<file path="config.mk">
export PLATFORM = sky130hd
export DESIGN_NAME = launch_rendezvous
export DESIGN_NICKNAME = d
export VERILOG_FILES = /design/src/rtl/lr_pkg.sv /design/src/rtl/lr_agent_check.sv /design/src/rtl/lr_resp_park.sv /design/src/rtl/lr_init_ctrl.sv /design/src/rtl/lr_sd_merge.sv /design/src/rtl/launch_rendezvous.sv
export SDC_FILE = /design/constraint.sdc
export NUM_CORES = 1
export LEC_CHECK = 0
export ABC_AREA = 1
export BUFFER_PORTS_ARGS = -buffer_cell sky130_fd_sc_hd__buf_2
export CAP_MARGIN = 15
export CORE_UTILIZATION = 46
export CTS_CLUSTER_DIAMETER = 150
export DETAILED_ROUTE_END_ITERATION = 16
export GPL_ROUTABILITY_DRIVEN = 0
export PLACE_DENSITY = 0.8
export SETUP_SLACK_MARGIN = 0.3
export SYNTH_ARGS = -nofsm -noshare
export SYNTH_HDL_FRONTEND = slang
export SYNTH_SLANG_ARGS = --single-unit
export TNS_END_PERCENT = 20
</file>
<file path="constraint.sdc">
create_clock -name clk_i -period 1.3 [get_ports clk_i]
set_input_delay 0.39 -clock clk_i [delete_from_list [all_inputs] [get_ports clk_i]]
set_output_delay 0.39 -clock clk_i [all_outputs]
set_load 0.005 [all_outputs]
</file>
<file path="src/rtl/lr_pkg.sv">
package lr_pkg;
  localparam int CODE_W = 8;
  localparam logic [CODE_W-1:0] SD_NONE        = 8'h00;
  localparam logic [CODE_W-1:0] SD_ILLEGAL_EVT = 8'h01;
  localparam logic [CODE_W-1:0] SD_BAD_VID     = 8'h02;
  localparam logic [CODE_W-1:0] SD_MCHK        = 8'h0C;

  typedef enum logic [2:0] {
    IC_IDLE, IC_MASK, IC_BCAST, IC_WAIT, IC_CONT, IC_HOLD, IC_LOAD
  } ic_state_e;

  typedef enum logic [1:0] {AG_IDLE, AG_CHECK, AG_DONE, AG_DOWN} ag_state_e;

  typedef enum logic [1:0] {PK_WAIT, PK_SLEEP, PK_AWAKE} pk_state_e;
endpackage

</file>
<file path="src/rtl/lr_agent_check.sv">
module lr_agent_check
  import lr_pkg::*;
(
  input  logic              clk_i,
  input  logic              rst_ni,
  input  logic              start_i,
  input  logic              chk_done_i,
  input  logic              virt_i,
  input  logic              mc_uncorr_i,
  input  logic              mc_busy_i,
  input  logic              ierr_i,
  input  logic              vid_bad_i,
  input  logic              vid_adj_i,
  output logic              mask_o,
  output logic              exit_en_o,
  output logic              launched_o,
  output logic              down_o,
  output logic [CODE_W-1:0] code_o
);
  ag_state_e         state_q;
  logic              mask_q, exit_q;
  logic [CODE_W-1:0] code_q;
  logic              mc_fail;

  assign mc_fail = mc_uncorr_i | mc_busy_i | ierr_i;

  always_ff @(posedge clk_i or negedge rst_ni) begin
    if (!rst_ni) begin
      state_q <= AG_IDLE;
      mask_q  <= 1'b0;
      exit_q  <= 1'b0;
      code_q  <= SD_NONE;
    end else begin
      case (state_q)
        AG_IDLE: if (start_i) begin
          mask_q  <= 1'b1;
          exit_q  <= 1'b1;
          state_q <= AG_CHECK;
        end
        AG_CHECK: if (chk_done_i) begin
          if (virt_i) begin
            state_q <= AG_DOWN;
            code_q  <= SD_ILLEGAL_EVT;
          end else if (mc_fail) begin
            state_q <= AG_DOWN;
            code_q  <= SD_MCHK;
          end else if (vid_bad_i && !vid_adj_i) begin
            state_q <= AG_DOWN;
            code_q  <= SD_BAD_VID;
          end else begin
            state_q <= AG_DONE;
          end
        end
        default: ;  // launched or down: start ignored, terminal
      endcase
    end
  end

  assign mask_o     = mask_q;
  assign exit_en_o  = exit_q;
  assign launched_o = (state_q == AG_DONE);
  assign down_o     = (state_q == AG_DOWN);
  assign code_o     = code_q;


  ack_after_done_chk: assert property (@(posedge clk_i) disable iff (!rst_ni)
    $rose(launched_o) |-> $past(chk_done_i));

  ack_needs_mask_chk: assert property (@(posedge clk_i) disable iff (!rst_ni)
    launched_o |-> (mask_o && exit_en_o));

  down_sticky_chk: assert property (@(posedge clk_i) disable iff (!rst_ni)
    down_o |=> (down_o && !launched_o));
endmodule

</file>
<file path="src/rtl/lr_resp_park.sv">
module lr_resp_park
  import lr_pkg::*;
(
  input  logic clk_i,
  input  logic rst_ni,
  input  logic launched_i,
  input  logic cont_i,
  input  logic wake_i,
  output logic bsp_clr_o,
  output logic sleep_o,
  output logic awake_o
);
  pk_state_e state_q;
  logic      bsp_clr_q;

  always_ff @(posedge clk_i or negedge rst_ni) begin
    if (!rst_ni) begin
      state_q   <= PK_WAIT;
      bsp_clr_q <= 1'b0;
    end else begin
      case (state_q)
        PK_WAIT: if (launched_i && cont_i) begin
          bsp_clr_q <= 1'b1;
          state_q   <= PK_SLEEP;
        end
        PK_SLEEP: if (wake_i) state_q <= PK_AWAKE;
        default: ;
      endcase
    end
  end

  assign bsp_clr_o = bsp_clr_q;
  assign sleep_o   = (state_q == PK_SLEEP);
  assign awake_o   = (state_q == PK_AWAKE);


  wake_from_sleep_chk: assert property (@(posedge clk_i) disable iff (!rst_ni)
    $rose(awake_o) |-> $past(sleep_o && wake_i));

  sleep_needs_ack_chk: assert property (@(posedge clk_i) disable iff (!rst_ni)
    $rose(sleep_o) |-> $past(cont_i && launched_i));
endmodule

</file>
<file path="src/rtl/lr_init_ctrl.sv">
module lr_init_ctrl
  import lr_pkg::*;
#(
  parameter int NA = 4
) (
  input  logic          clk_i,
  input  logic          rst_ni,
  input  logic          launch_req_i,
  input  logic [NA-1:0] ack_map_i,
  input  logic          sd_i,
  output logic          mask_o,
  output logic          start_o,
  output logic          cont_o,
  output logic          hold_o,
  output logic          load_go_o
);
  ic_state_e state_q, state_d;
  logic      all_ack;

  assign all_ack = &ack_map_i;

  always_comb begin
    state_d = state_q;
    case (state_q)
      IC_IDLE:  if (launch_req_i) state_d = IC_MASK;
      IC_MASK:  state_d = IC_BCAST;
      IC_BCAST: state_d = IC_WAIT;
      IC_WAIT:  if (all_ack && !sd_i) state_d = IC_CONT;
      IC_CONT:  state_d = IC_HOLD;
      IC_HOLD:  state_d = IC_LOAD;
      default:  state_d = state_q;
    endcase
  end

  always_ff @(posedge clk_i or negedge rst_ni) begin
    if (!rst_ni) state_q <= IC_IDLE;
    else         state_q <= state_d;
  end

  assign mask_o    = (state_q != IC_IDLE);
  assign start_o   = (state_q == IC_BCAST);
  assign cont_o    = (state_q == IC_CONT);
  assign hold_o    = (state_q == IC_HOLD);
  assign load_go_o = (state_q == IC_LOAD);


  mask_before_start_chk: assert property (@(posedge clk_i) disable iff (!rst_ni)
    $rose(start_o) |-> $past(mask_o));

  cont_after_full_chk: assert property (@(posedge clk_i) disable iff (!rst_ni)
    $rose(cont_o) |-> $past(all_ack));

  hold_after_cont_chk: assert property (@(posedge clk_i) disable iff (!rst_ni)
    cont_o |=> (hold_o && !cont_o));
endmodule

</file>
<file path="src/rtl/lr_sd_merge.sv">
module lr_sd_merge
  import lr_pkg::*;
#(
  parameter int NA = 4
) (
  input  logic [NA-1:0]             down_i,
  input  logic [NA-1:0][CODE_W-1:0] code_i,
  output logic                      sd_o,
  output logic [CODE_W-1:0]         code_o
);
  // lowest index wins: scan downward, last hit stays
  always_comb begin
    sd_o   = 1'b0;
    code_o = SD_NONE;
    for (int i = NA - 1; i >= 0; i--) begin
      if (down_i[i]) begin
        sd_o   = 1'b1;
        code_o = code_i[i];
      end
    end
  end
endmodule

</file>
<file path="src/rtl/launch_rendezvous.sv">
module launch_rendezvous
  import lr_pkg::*;
#(
  parameter int NUM_RESP = 3
) (
  input  logic                clk_i,
  input  logic                rst_ni,
  input  logic                launch_req_i,
  input  logic [NUM_RESP:0]   chk_done_i,
  input  logic [NUM_RESP:0]   virt_i,
  input  logic [NUM_RESP:0]   mc_uncorr_i,
  input  logic [NUM_RESP:0]   mc_busy_i,
  input  logic [NUM_RESP:0]   ierr_i,
  input  logic [NUM_RESP:0]   vid_bad_i,
  input  logic [NUM_RESP:0]   vid_adj_i,
  input  logic [NUM_RESP-1:0] wake_i,
  output logic [NUM_RESP:0]   evt_mask_o,
  output logic [NUM_RESP:0]   exit_en_o,
  output logic [NUM_RESP:0]   ack_map_o,
  output logic                start_o,
  output logic                cont_o,
  output logic                hold_o,
  output logic                load_go_o,
  output logic [NUM_RESP-1:0] bsp_clr_o,
  output logic [NUM_RESP-1:0] sleep_o,
  output logic [NUM_RESP-1:0] awake_o,
  output logic                sd_o,
  output logic [7:0]          sd_code_o
);
  localparam int NA = NUM_RESP + 1;

  logic [NA-1:0]             ag_mask, ag_launched, ag_down;
  logic [NA-1:0][CODE_W-1:0] ag_code;
  logic                      init_mask, start_bc, cont_bc, sd_any;

  lr_init_ctrl #(.NA(NA)) u_init (
    .clk_i        (clk_i),
    .rst_ni       (rst_ni),
    .launch_req_i (launch_req_i),
    .ack_map_i    (ag_launched),
    .sd_i         (sd_any),
    .mask_o       (init_mask),
    .start_o      (start_bc),
    .cont_o       (cont_bc),
    .hold_o       (hold_o),
    .load_go_o    (load_go_o)
  );

  for (genvar a = 0; a < NA; a++) begin : g_agent
    lr_agent_check u_chk (
      .clk_i       (clk_i),
      .rst_ni      (rst_ni),
      .start_i     (start_bc),
      .chk_done_i  (chk_done_i[a]),
      .virt_i      (virt_i[a]),
      .mc_uncorr_i (mc_uncorr_i[a]),
      .mc_busy_i   (mc_busy_i[a]),
      .ierr_i      (ierr_i[a]),
      .vid_bad_i   (vid_bad_i[a]),
      .vid_adj_i   (vid_adj_i[a]),
      .mask_o      (ag_mask[a]),
      .exit_en_o   (exit_en_o[a]),
      .launched_o  (ag_launched[a]),
      .down_o      (ag_down[a]),
      .code_o      (ag_code[a])
    );
  end

  for (genvar r = 0; r < NUM_RESP; r++) begin : g_resp
    lr_resp_park u_park (
      .clk_i      (clk_i),
      .rst_ni     (rst_ni),
      .launched_i (ag_launched[r+1]),
      .cont_i     (cont_bc),
      .wake_i     (wake_i[r]),
      .bsp_clr_o  (bsp_clr_o[r]),
      .sleep_o    (sleep_o[r]),
      .awake_o    (awake_o[r])
    );
  end

  lr_sd_merge #(.NA(NA)) u_merge (
    .down_i (ag_down),
    .code_i (ag_code),
    .sd_o   (sd_any),
    .code_o (sd_code_o)
  );

  assign evt_mask_o = {ag_mask[NA-1:1], ag_mask[0] | init_mask};
  assign ack_map_o  = ag_launched;
  assign start_o    = start_bc;
  assign cont_o     = cont_bc;
  assign sd_o       = sd_any;


  sd_code_chk: assert property (@(posedge clk_i) disable iff (!rst_ni)
    sd_o |-> (sd_code_o != SD_NONE && !cont_o));

  relaunch_ignored_chk: assert property (@(posedge clk_i) disable iff (!rst_ni)
    (load_go_o && launch_req_i) |=> (load_go_o && !start_o));
endmodule

</file>
==> results of run 1 <==
==> per-stage QoR <==
| step | area, sq um | instances | TNS, ps | utilization, % | setup slack (ps) |
|---|---|---|---|---|---|
| 2_1_floorplan | 2170 | 290 | -24.6 | - | -24.6 |
| 3_3_place_gp | 2500 | 398 | -56.9 | 57.1 | -20.5 |
| 3_5_place_dp | 2500 | 398 | -179 | 57.1 | -53.2 |
| 4_1_cts | 2740 | 412 | -3610 | 62.5 | -355 |
| 5_1_grt | 2940 | 427 | -6300 | 67.0 | -451 |
| 6_report | 2940 | 427 | -4280 | 67.0 | -383 |
==> kinds of logic after synthesis <==
kind of cell / share of synthesized area (%)
adders and majority gates: 1.19
AOI/OAI and AO/OA: 8.27
DFF: 42.8
buffers and inverters: 18.3
and+or+nand+nor: 29.3
other: 0.178
==> routing by layer <==
| metal | GRT usage [%] | vias up | share of wire, % |
|---|---|---|---|
| li1 | - | 1042 | - |
| met1 | 26.5 | 905 | 45 |
| met2 | 32.6 | 52 | 49 |
| met3 | 4.94 | 9 | 4.6 |
| met4 | 8.00 | 0 | 1.7 |
| met5 | 0 | - | 0 |
==> worst min path at each step <==
stage,endpoint,slack [ps],depth (start not counted)
global route,g_agent[0].u_chk.mask_o,60,2
detailed placement,u_init.state_q[2],370,2
CTS,g_agent[0].u_chk.mask_o,50,2
finish,u_init.state_q[2],50,2
global placement,u_init.state_q[2],370,2
floorplan,g_agent[0].u_chk.code_o[0],90,0
==> cells in the final DEF (no fill, tap or decap), types with 4 or more instances in the layout <==
| cell | instances |
|---|---|
| a21oi_2 | 5 |
| buf_2 | 62 |
| buf_4 | 28 |
| buf_6 | 12 |
| clkbuf_8 | 5 |
| conb_1 | 4 |
| dfrtp_1 | 30 |
| dfrtp_2 | 6 |
| inv_1 | 29 |
| inv_2 | 16 |
| inv_4 | 5 |
| nand2_1 | 68 |
| nand2_2 | 11 |
| nand2_4 | 6 |
| nand3_1 | 18 |
| nor2_1 | 19 |
| o21ai_0 | 10 |
==> timing repair <==
| action | in CTS | in global routing |
|---|---|---|
| gates resized for setup | 48 | 24 |
| endpoints found under the setup margin | 60 | 62 |
| pin swaps | 29 | 18 |
| setup buffers | 6 | 15 |
==> cell usage after synthesis <==
library cell	n	share of area [%]
nand2_1	83	15
inv_1	47	8.4
dfrtp_1	36	43
buf_4	25	8.9
nor2_1	23	4.1
nand3_1	20	4.8
o21ai_0	13	3.1
a21oi_1	8	1.9
inv_2	4	0.71
nand4_1	3	0.89
o211ai_1	3	1.1
a31o_2	2	0.83
ha_1	2	1.2
nand2_2	2	0.59
nand3b_1	2	0.71
nor3_1	2	0.48
nor3_4	2	1.5
or2_2	2	0.59
buf_2	1	0.24
conb_1	1	0.18
nand3_2	1	0.48
nor2_2	1	0.30
o2111ai_1	1	0.42
o21ai_1	1	0.24
o21bai_1	1	0.36
o31ai_1	1	0.36
==> worst max-delay path, stage by stage (launching register included) <==
cell and delay, ps:
dfrtp_1 430, nand3_2 100, nand2_2 70, o211ai_1 90, a21oi_1 190, buf_2 140
==> state kept, by name, summed over array words and instances (netlist names) <==
| register | flops |
|---|---|
| g_agent.u_chk.code_o | 12 |
| g_agent.u_chk.state_q | 8 |
| g_resp.u_park.state_q | 6 |
| g_agent.u_chk.mask_o | 4 |
| g_resp.u_park.bsp_clr_o | 3 |
| u_init.state_q | 3 |
==> power breakdown <==
group,leakage [nW],switching (mW),internal (mW)
Sequential,0.426,0.00904,1.13
Combinational,1.19,0.0816,0.0725
Clock,0.0422,0.375,0.376
Total,1.66,0.466,1.58
==> final cells by class <==
| class | count | area [sq um] |
|---|---|---|
| inverter | 51 | 211 |
| clock inverter | 1 | 5.00 |
| clock buffer | 7 | 76.3 |
| tap | 52 | 65.1 |
| timing repair buffer | 103 | 676 |
| multi-input combinational | 177 | 993 |
| sequential | 36 | 908 |
| fill | 363 | 1450 |
==> run_results.csv, run 1 <==
group,metric,value,unit
outcome,status,"finished, violations left",
outcome,violations,"setup timing",
run,drv_cap,0,
floorplan,initial_utilization,48.0,%
finish,diodes,0,
route,firstDrtPassIters,4,
route,vias,2008,
synthesis,synth_warnings,0,
floorplan,core-area,0.00438,sq mm
route,wirelength,4.77,mm
critical_path,r2r_cells,10,
synthesis,synth_area_per_cell,7.33,sq um
floorplan,die_area,0.00485,sq mm
critical_path,crit_end,"sd_code_o[1]",
pwr,p_per_area,697,mW/mm^2
worst_hold_path,hold_path_class,"in2async",
grt,grt_usage,20.3,%
grt,grt_max_degree,37,
sta,fin_skew,12.8,ps
sta,setup_slack,-383,ps
finish,syn_to_final_growth,39.6,%
grt,grt-ovfl-total,0,
finish,drive_gt1_share,47.2,%
pwr,p_total,2.04,mW
pwr,vdd_drop_max,640,uV
sta,holdWs,47.9,ps
floorplan,die_x,69.6,um
synthesis,synth.yosys.seq_area_share,42.8,%
critical_path,arrival,1290,ps
grt,grt_pass1_vias,1740,
floorplan,io_pins,68,
synthesis,syn_area,0.00210,sq mm
critical_path,crit_required,910,ps
critical_path,reg2reg_setup_slack,-130,ps
critical_path,startpoint,"g_agent[3].u_chk.state_q[1]",
route,avgViaCountPerCell,4.70,
sta,fin_crit_sh,129,%
clocking,hold_buffers,0,
synthesis,ys_ff_latch,36,
route,drc,0,
route,drtAntennaViolNets,0,
sta,report.final.slew_viol_count,0,
grt,grt_pass1_wl,7.69,mm
synthesis,netlist_instances,287,
clocking,cts_tree,"yes",
placement,hpwlAfterDp,3.36,mm
route,drt_iter0_drc,109,
placement,port-buffer-count,63,
critical_path,rr_endpoint,"u_init.state_q[1]",
sta,fin_crit,1680,ps
critical_path,rr_startpoint,"u_init.state_q[1]",
clocking,cts_root_buf,"clkbuf_8",
grt,antenna_found_initial,0,
sta,rsz0062_at_grt,"yes",
clocking,cts_buffers,5,
clocking,clk_latency,290,ps
clocking,clock_path_buffers,2,
pwr,p_leak,1.66,nW
clocking,cts_htree_levels,2,
critical_path,cp-end-kind,"primary output",
floorplan,row_count,24,
floorplan,chipHeight,69.6,um
route,wl_per_cell,11.2,um
critical_path,critical_path_class,"reg2out",
sta,fmax,594,MHz
clocking,cts_sinks,36,
clocking,clkSlewWorstSetupHoldPaths,80,ps
critical_path,cp-start-kind,"flip-flop",
critical_path,cp_max_fo,5,
synthesis,synth_cell_types,26,
finish,nets,410,
sta,finalHoldViolCount,0,
sta,setup_viol,26,
(Power assumes the default switching activity.)
==> run 2: changes to the inputs <==
--- a/config.mk
+++ b/config.mk
@@ -8,13 +8,14 @@
 export ABC_AREA = 1
 export BUFFER_PORTS_ARGS = -buffer_cell sky130_fd_sc_hd__buf_2
 export CAP_MARGIN = 15
-export CORE_UTILIZATION = 46
+export CORE_UTILIZATION = 48
 export CTS_CLUSTER_DIAMETER = 150
 export DETAILED_ROUTE_END_ITERATION = 16
 export GPL_ROUTABILITY_DRIVEN = 0
-export PLACE_DENSITY = 0.8
+export PLACE_DENSITY = 0.81
 export SETUP_SLACK_MARGIN = 0.3
 export SYNTH_ARGS = -nofsm -noshare
 export SYNTH_HDL_FRONTEND = slang
+export SYNTH_HIERARCHICAL = 1
 export SYNTH_SLANG_ARGS = --single-unit
 export TNS_END_PERCENT = 20
==> run 2 against run 1 <==
Against the previous run: the flow still finishes with violations (setup timing); die area up 11%; power is 69% higher; sequential cell count is the same; clock skew down 6.8 ps; via count up 22%; first-iteration DRC count rose by 14%; core utilization is 2.4 points higher; clock power grew 32%; hold slack got worse by 1.3 ps; fmax down 1.1%; non-clock buffer count grew 9; sequential share of layout area fell by 3.9 points; largest cell class unchanged; largest power group is now combinational logic; highest routed layer unchanged.
==> run_results.csv, run 2 <==
group,metric,value,unit
route,firstDrtPassIters,4,
sta,finalHoldViolCount,0,
sta,holdWs,46.5,ps
route,vias,2451,
clocking,clkSlewWorstSetupHoldPaths,80,ps
finish,final_common_cell,"nand2_1",
clocking,cts_sinks,36,
grt,grt_pass1_wl,9.04,mm
synthesis,synth_area_per_cell,6.87,sq um
critical_path,crit_family,"flip-flops",
grt,antenna_found_initial,0,
pwr,vdd_drop_max,859,uV
sta,rsz0062_at_grt,"yes",
floorplan,initial_utilization,50.9,%
critical_path,cp-end-kind,"primary output",
synthesis,synth_edf_count,0,
finish,diodes,0,
synthesis,netlist.area_leader.share,36.8,%
sta,fin_crit_sh,131,%
critical_path,startpoint,"g_agent[1].u_chk/state_q[0]",
floorplan,io_pins,68,
run,drv_cap,0,
synthesis,ys_ff_latch,36,
clocking,clk_latency,290,ps
synthesis,synth_area_leader_cell,"dfrtp_1",
floorplan,chipHeight,73.5,um
route,wirelength,5.88,mm
critical_path,cp_max_fo,10,
placement,port-buffer-count,67,
finish,seq_area,903,sq um
critical_path,crit_path_frequent_cell,"nand2_1",
sta,fin_crit,1700,ps
sta,fin_skew,5.99,ps
sta,setup_slack,-401,ps
floorplan,die_area,0.00540,sq mm
finish,multi_input_area,0.00123,sq mm
finish,final_area,0.00334,sq mm
synthesis,yosys-top-cells-count,"100 x nand2_1, 50 x inv_1, 50 x nor2_1",
sta,report.final.slew_viol_count,0,
grt,grt-ovfl-total,0,
synthesis,synth.yosys.seq_area_share,36.8,%
synthesis,synth_warnings,6,
critical_path,critical_path_class,"reg2out",
sta,fmax,588,MHz
finish,fillers,391,
worst_hold_path,hold_path_class,"in2async",
synthesis,ys.flop_type,"dfrtp_1",
critical_path,rr_startpoint,"u_init/state_q[1]",
pwr,p_per_area,1030,mW/mm^2
route,drtAntennaViolNets,0,
route,drc,0,
finish,syn_to_final_growth,36.3,%
grt,grt_pass1_vias,2196,
sta,fin_tns_setup,-6400,ps
placement,place_ws,-172,ps
critical_path,cpPeakStageDelay,400,ps
sta,setup_viol,32,
route,drt_iter0_drc,124,
clocking,cts_root_buf,"clkbuf_8",
synthesis,synth_cell_types,22,
clocking,cts_tree,"yes",
floorplan,row_count,25,
synthesis,synth.top_cells.by_area,"dfrtp_1 37%, nand2_1 15%, buf_4 8.3%",
floorplan,die_x,73.5,um
pwr,p_total,3.46,mW
floorplan,core-area,0.00482,sq mm
grt,grt_usage,22.0,%
finish,fin_util,69.4,%
outcome,violations,"setup timing",
finish,largest_register_ffs,12,
finish,layoutNonFillerInstCount,524,
finish,final_cell_mix,"87 x nand2_1, 65 x buf_2, 40 x nor2_1",
clocking,cts_buffers,5,
critical_path,cp-start-kind,"flip-flop",
synthesis,synthArstFlopShare,100,%
outcome,status,"finished, violations left",
synthesis,netlist_instances,357,
finish,drive_gt1_share,43.3,%
finish,nets,492,
critical_path,crit_required,910,ps
route,wl_per_cell,11.2,um
placement,place_inst,503,
grt,grt_max_degree,37,
synthesis,syn_area,0.00245,sq mm
critical_path,crit_buf_inv,2,
critical_path,arrival,1310,ps
pwr,p_leak,1.99,nW
clocking,clock_path_buffers,2,
critical_path,critical_path.cell_chain,"nand2_2, inv_6, a21oi_1, nand2_1, nand2_1, nand2_1, buf_2",
placement,hpwlAfterDp,4.09,mm
route,avgViaCountPerCell,4.68,
critical_path,crit_slowest_cell,"dfrtp_1",
clocking,cts_htree_levels,2,
synthesis,synth_most_common_cell,"nand2_1",
placement,place_area,0.00294,sq mm
## run 2: routing by layer
metal / share of wire [%] / global-route usage [%] / vias to the layer above
li1: - / - / 1242
met1: 41 / 25.1 / 1148
met2: 54 / 40.8 / 50
met3: 2.7 / 2.47 / 11
met4: 2.1 / 10.3 / 0
met5: 0 / 0 / -
## run 2: area by class of cell
type	count	share of cell area, %
timing repair buffer	112	22.7
inverter	60	7.64
multi-input combinational	241	36.8
tap	67	2.51
clock inverter	3	1.27
clock buffer	5	2.06
sequential	36	27.0
## run 2: worst paths after layout
| kind | end | slack, ps | cells after the start |
|---|---|---|---|
| min in group clk_i | g_resp[0].u_park/state_q[1] | 340 | 3 |
| max in group asynchronous | u_init/state_q[1] | 1050 | 2 |
| setup reg to reg | u_init/state_q[1] | -190 | 10 |
| hold reg to reg | g_resp[1].u_park/bsp_clr_o | 460 | 2 |
| hold / removal | g_agent[1].u_chk/code_o[2] | 50 | 2 |
| setup / recovery | sd_code_o[4] | -400 | 7 |
## run 2: cells by family after synthesis
family          Yosys count  share of synthesized area, %
simple gates            197                          35.3
buf+inv                  92                          19.5
flops                    36                          36.8
compound gates           26                          6.79
other cells               4                         0.612
fa+ha+maj                 2                          1.02
## run 2: where the power goes
part / internal, mW / switching [mW] / leakage (nW)
clock network: 0.568 / 0.423 / 0.0541
logic: 0.588 / 0.648 / 1.51
registers: 1.17 / 0.0592 / 0.424
## run 2: timing repair
item / CTS / global route
setup buffers: 6 / 7
gates resized for setup: 43 / 39
hold buffers: 0 / 0
pin swaps: 19 / 22
endpoints found under the setup margin: 63 / 63
endpoints found under the hold margin: 0 / 0
==> run 3: changes to the inputs <==
--- a/config.mk
+++ b/config.mk
@@ -6,13 +6,13 @@
 export NUM_CORES = 1
 export LEC_CHECK = 0
 export ABC_AREA = 1
-export BUFFER_PORTS_ARGS = -buffer_cell sky130_fd_sc_hd__buf_2
 export CAP_MARGIN = 15
-export CORE_UTILIZATION = 48
-export CTS_CLUSTER_DIAMETER = 150
+export CORE_UTILIZATION = 60
+export CTS_CLUSTER_DIAMETER = 30
 export DETAILED_ROUTE_END_ITERATION = 16
+export DONT_BUFFER_PORTS = 1
 export GPL_ROUTABILITY_DRIVEN = 0
-export PLACE_DENSITY = 0.81
+export PLACE_DENSITY = 0.8
 export SETUP_SLACK_MARGIN = 0.3
 export SYNTH_ARGS = -nofsm -noshare
 export SYNTH_HDL_FRONTEND = slang
==> constraint.sdc (replaced) <==
create_clock -name clk_i -period 1.6 [get_ports clk_i]
set_input_delay 0.48 -clock clk_i [delete_from_list [all_inputs] [get_ports clk_i]]
set_output_delay 0.48 -clock clk_i [all_outputs]
set_load 0.005 [all_outputs]
==> run 3 against run 2 <==
Against the previous run: the run ends with hold timing, setup timing left; critical path depth is 1 lower; power shrank 35%; clock-buffer cell count up 2.
==> run_results.csv, run 3 (same netlist as run 2, synthesis figures left out) <==
group,metric,value,unit
sta,report.final.slew_viol_count,0,
grt,grt_pass1_wl,8.34,mm
critical_path,arrival,1270,ps
route,firstDrtPassIters,4,
critical_path,cp-start-kind,"flip-flop",
finish,largest_register_ffs,12,
floorplan,initial_utilization,64.5,%
sta,setup_slack,-151,ps
route,avgViaCountPerCell,5.09,
route,vias,2081,
clocking,cts_htree_levels,2,
clocking,cts_tree,"yes",
run,drv_cap,0,
critical_path,rr_endpoint,"u_init/state_q[1]",
clocking,clkSlewWorstSetupHoldPaths,70,ps
finish,syn_to_final_growth,13.6,%
critical_path,critical_path_class,"reg2out",
pwr,p_switching,0.742,mW
sta,fin_skew,4.84,ps
sta,fin_crit_sh,109,%
critical_path,cp_max_fo,7,
pwr,p_per_area,809,mW/mm^2
pwr,pwr-share-seq,46.5,%
pwr,clockPowerShare,30.8,%
outcome,status,"finished, violations left",
critical_path,crit_required,1120,ps
floorplan,core-area,0.00380,sq mm
pwr,vdd_drop_max,670,uV
floorplan,die_x,65.9,um
route,wirelength,5.16,mm
finish,seq_area,905,sq um
clocking,clk_latency,290,ps
floorplan,die_area,0.00434,sq mm
route,drt_iter0_drc,85,
sta,rsz0062_at_grt,"yes",
placement,port-buffer-count,0,
outcome,violations,"hold timing, setup timing",
clocking,clock_path_buffers,2,
sta,setup_viol,9,
worst_hold_path,hold_path_class,"in2async",
sta,fin_tns_setup,-1100,ps
route,drtAntennaViolNets,0,
grt,antenna_found_initial,0,
finish,multi_input_area,0.00129,sq mm
floorplan,row_count,22,
clocking,cts_root_buf,"clkbuf_8",
finish,final_common_cell,"nand2_1",
pwr,switching_share,32.9,%
sta,holdWs,-121,ps
grt,grt_pass1_vias,1929,
grt,grt_usage,25.4,%
placement,hpwlAfterDp,3.64,mm
floorplan,io_pins,68,
critical_path,cp-end-kind,"primary output",
route,drc,0,
pwr,p_int,1.51,mW
clocking,cts_buffers,5,
grt,grt_max_degree,37,
sta,finalHoldViolCount,36,
clocking,cts_sinks,36,
placement,place_ws,54.1,ps
pwr,p_leak,1.51,nW
critical_path,rr_startpoint,"g_agent[0].u_chk/state_q[0]",
sta,fin_crit,1750,ps
critical_path,startpoint,"g_agent[0].u_chk/state_q[0]",
finish,nets,397,
route,wl_per_cell,12.6,um
finish,fillers,302,
finish,diodes,0,
finish,fin_util,73.3,%
finish,drive_gt1_share,31.3,%
finish,final_cell_mix,"89 x nand2_1, 33 x inv_1, 33 x dfrtp_1",
critical_path,reg2reg_setup_slack,70,ps
sta,fmax,571,MHz
floorplan,chipHeight,65.9,um
critical_path,r2r_cells,11,
grt,grt-ovfl-total,0,
pwr,pwr-share-comb,22.8,%
-- run 3: cell count changes in the layout (fill, tap and decap cells not counted), sizes merged --
cell    delta
buf       -95
clkbuf     +2
inv        -2
bufinv     -1
-- run 3: layout make-up --
cell class	count	share of cell area, %
well taps	48	2.16
multi-input cells	241	46.4
clock buffers	7	3.46
repair buffers	17	6.11
flip-flops and latches	36	32.5
inverters	60	9.39
-- run 3: metrics by stage --
stage	instance area, sq um	cells	power [mW]
after floorplan	2500	369	1.41
after global placement	2380	394	1.46
after detailed placement	2380	394	1.46
after CTS	2720	408	2.21
after global routing	2780	409	2.39
final	2780	409	2.25
-- run 3: per-layer routing --
layer / part of all wire (%) / GRT usage (%) / up-vias
met5: 0 / 0 / -
met4: 1.5 / 8.42 / 0
met3: 5.8 / 6.03 / 11
met2: 49 / 43.4 / 71
met1: 43 / 31.0 / 940
li1: - / - / 1059
-- run 3: worst max path at each step --
stage / endpoint / cells after the start
after CTS: sd_code_o[7] / 6
after detailed placement: sd_code_o[7] / 7
after floorplan: sd_code_o[6] / 7
after global routing: sd_code_o[7] / 6
after global placement: sd_code_o[1] / 7
final: sd_code_o[1] / 6
-- run 3: critical path, stage by stage (launching register included) --
cell	delay, ps
dfrtp_1	390
nand2_2	90
clkinvlp_4	110
buf_12	160
nor2_4	90
nand2_1	70
nand2_2	70
-- run 3: power groups by stage --
stage                     sequential, mW  clock (mW)  combinational [mW]
after CTS                           1.04       0.700               0.469
after global placement              1.03           0               0.431
final                               1.05       0.692               0.513
after floorplan                     1.01           0               0.400
after global routing                1.05       0.753               0.581
after detailed placement            1.03           0               0.436
-- run 3: repair_timing --
action                     in CTS  in global routing
hold endpoints to repair       36                 36
pin swaps                      34                 25
buffers inserted                7                  1
setup endpoints to repair      35                 31
gates resized for setup        73                 21
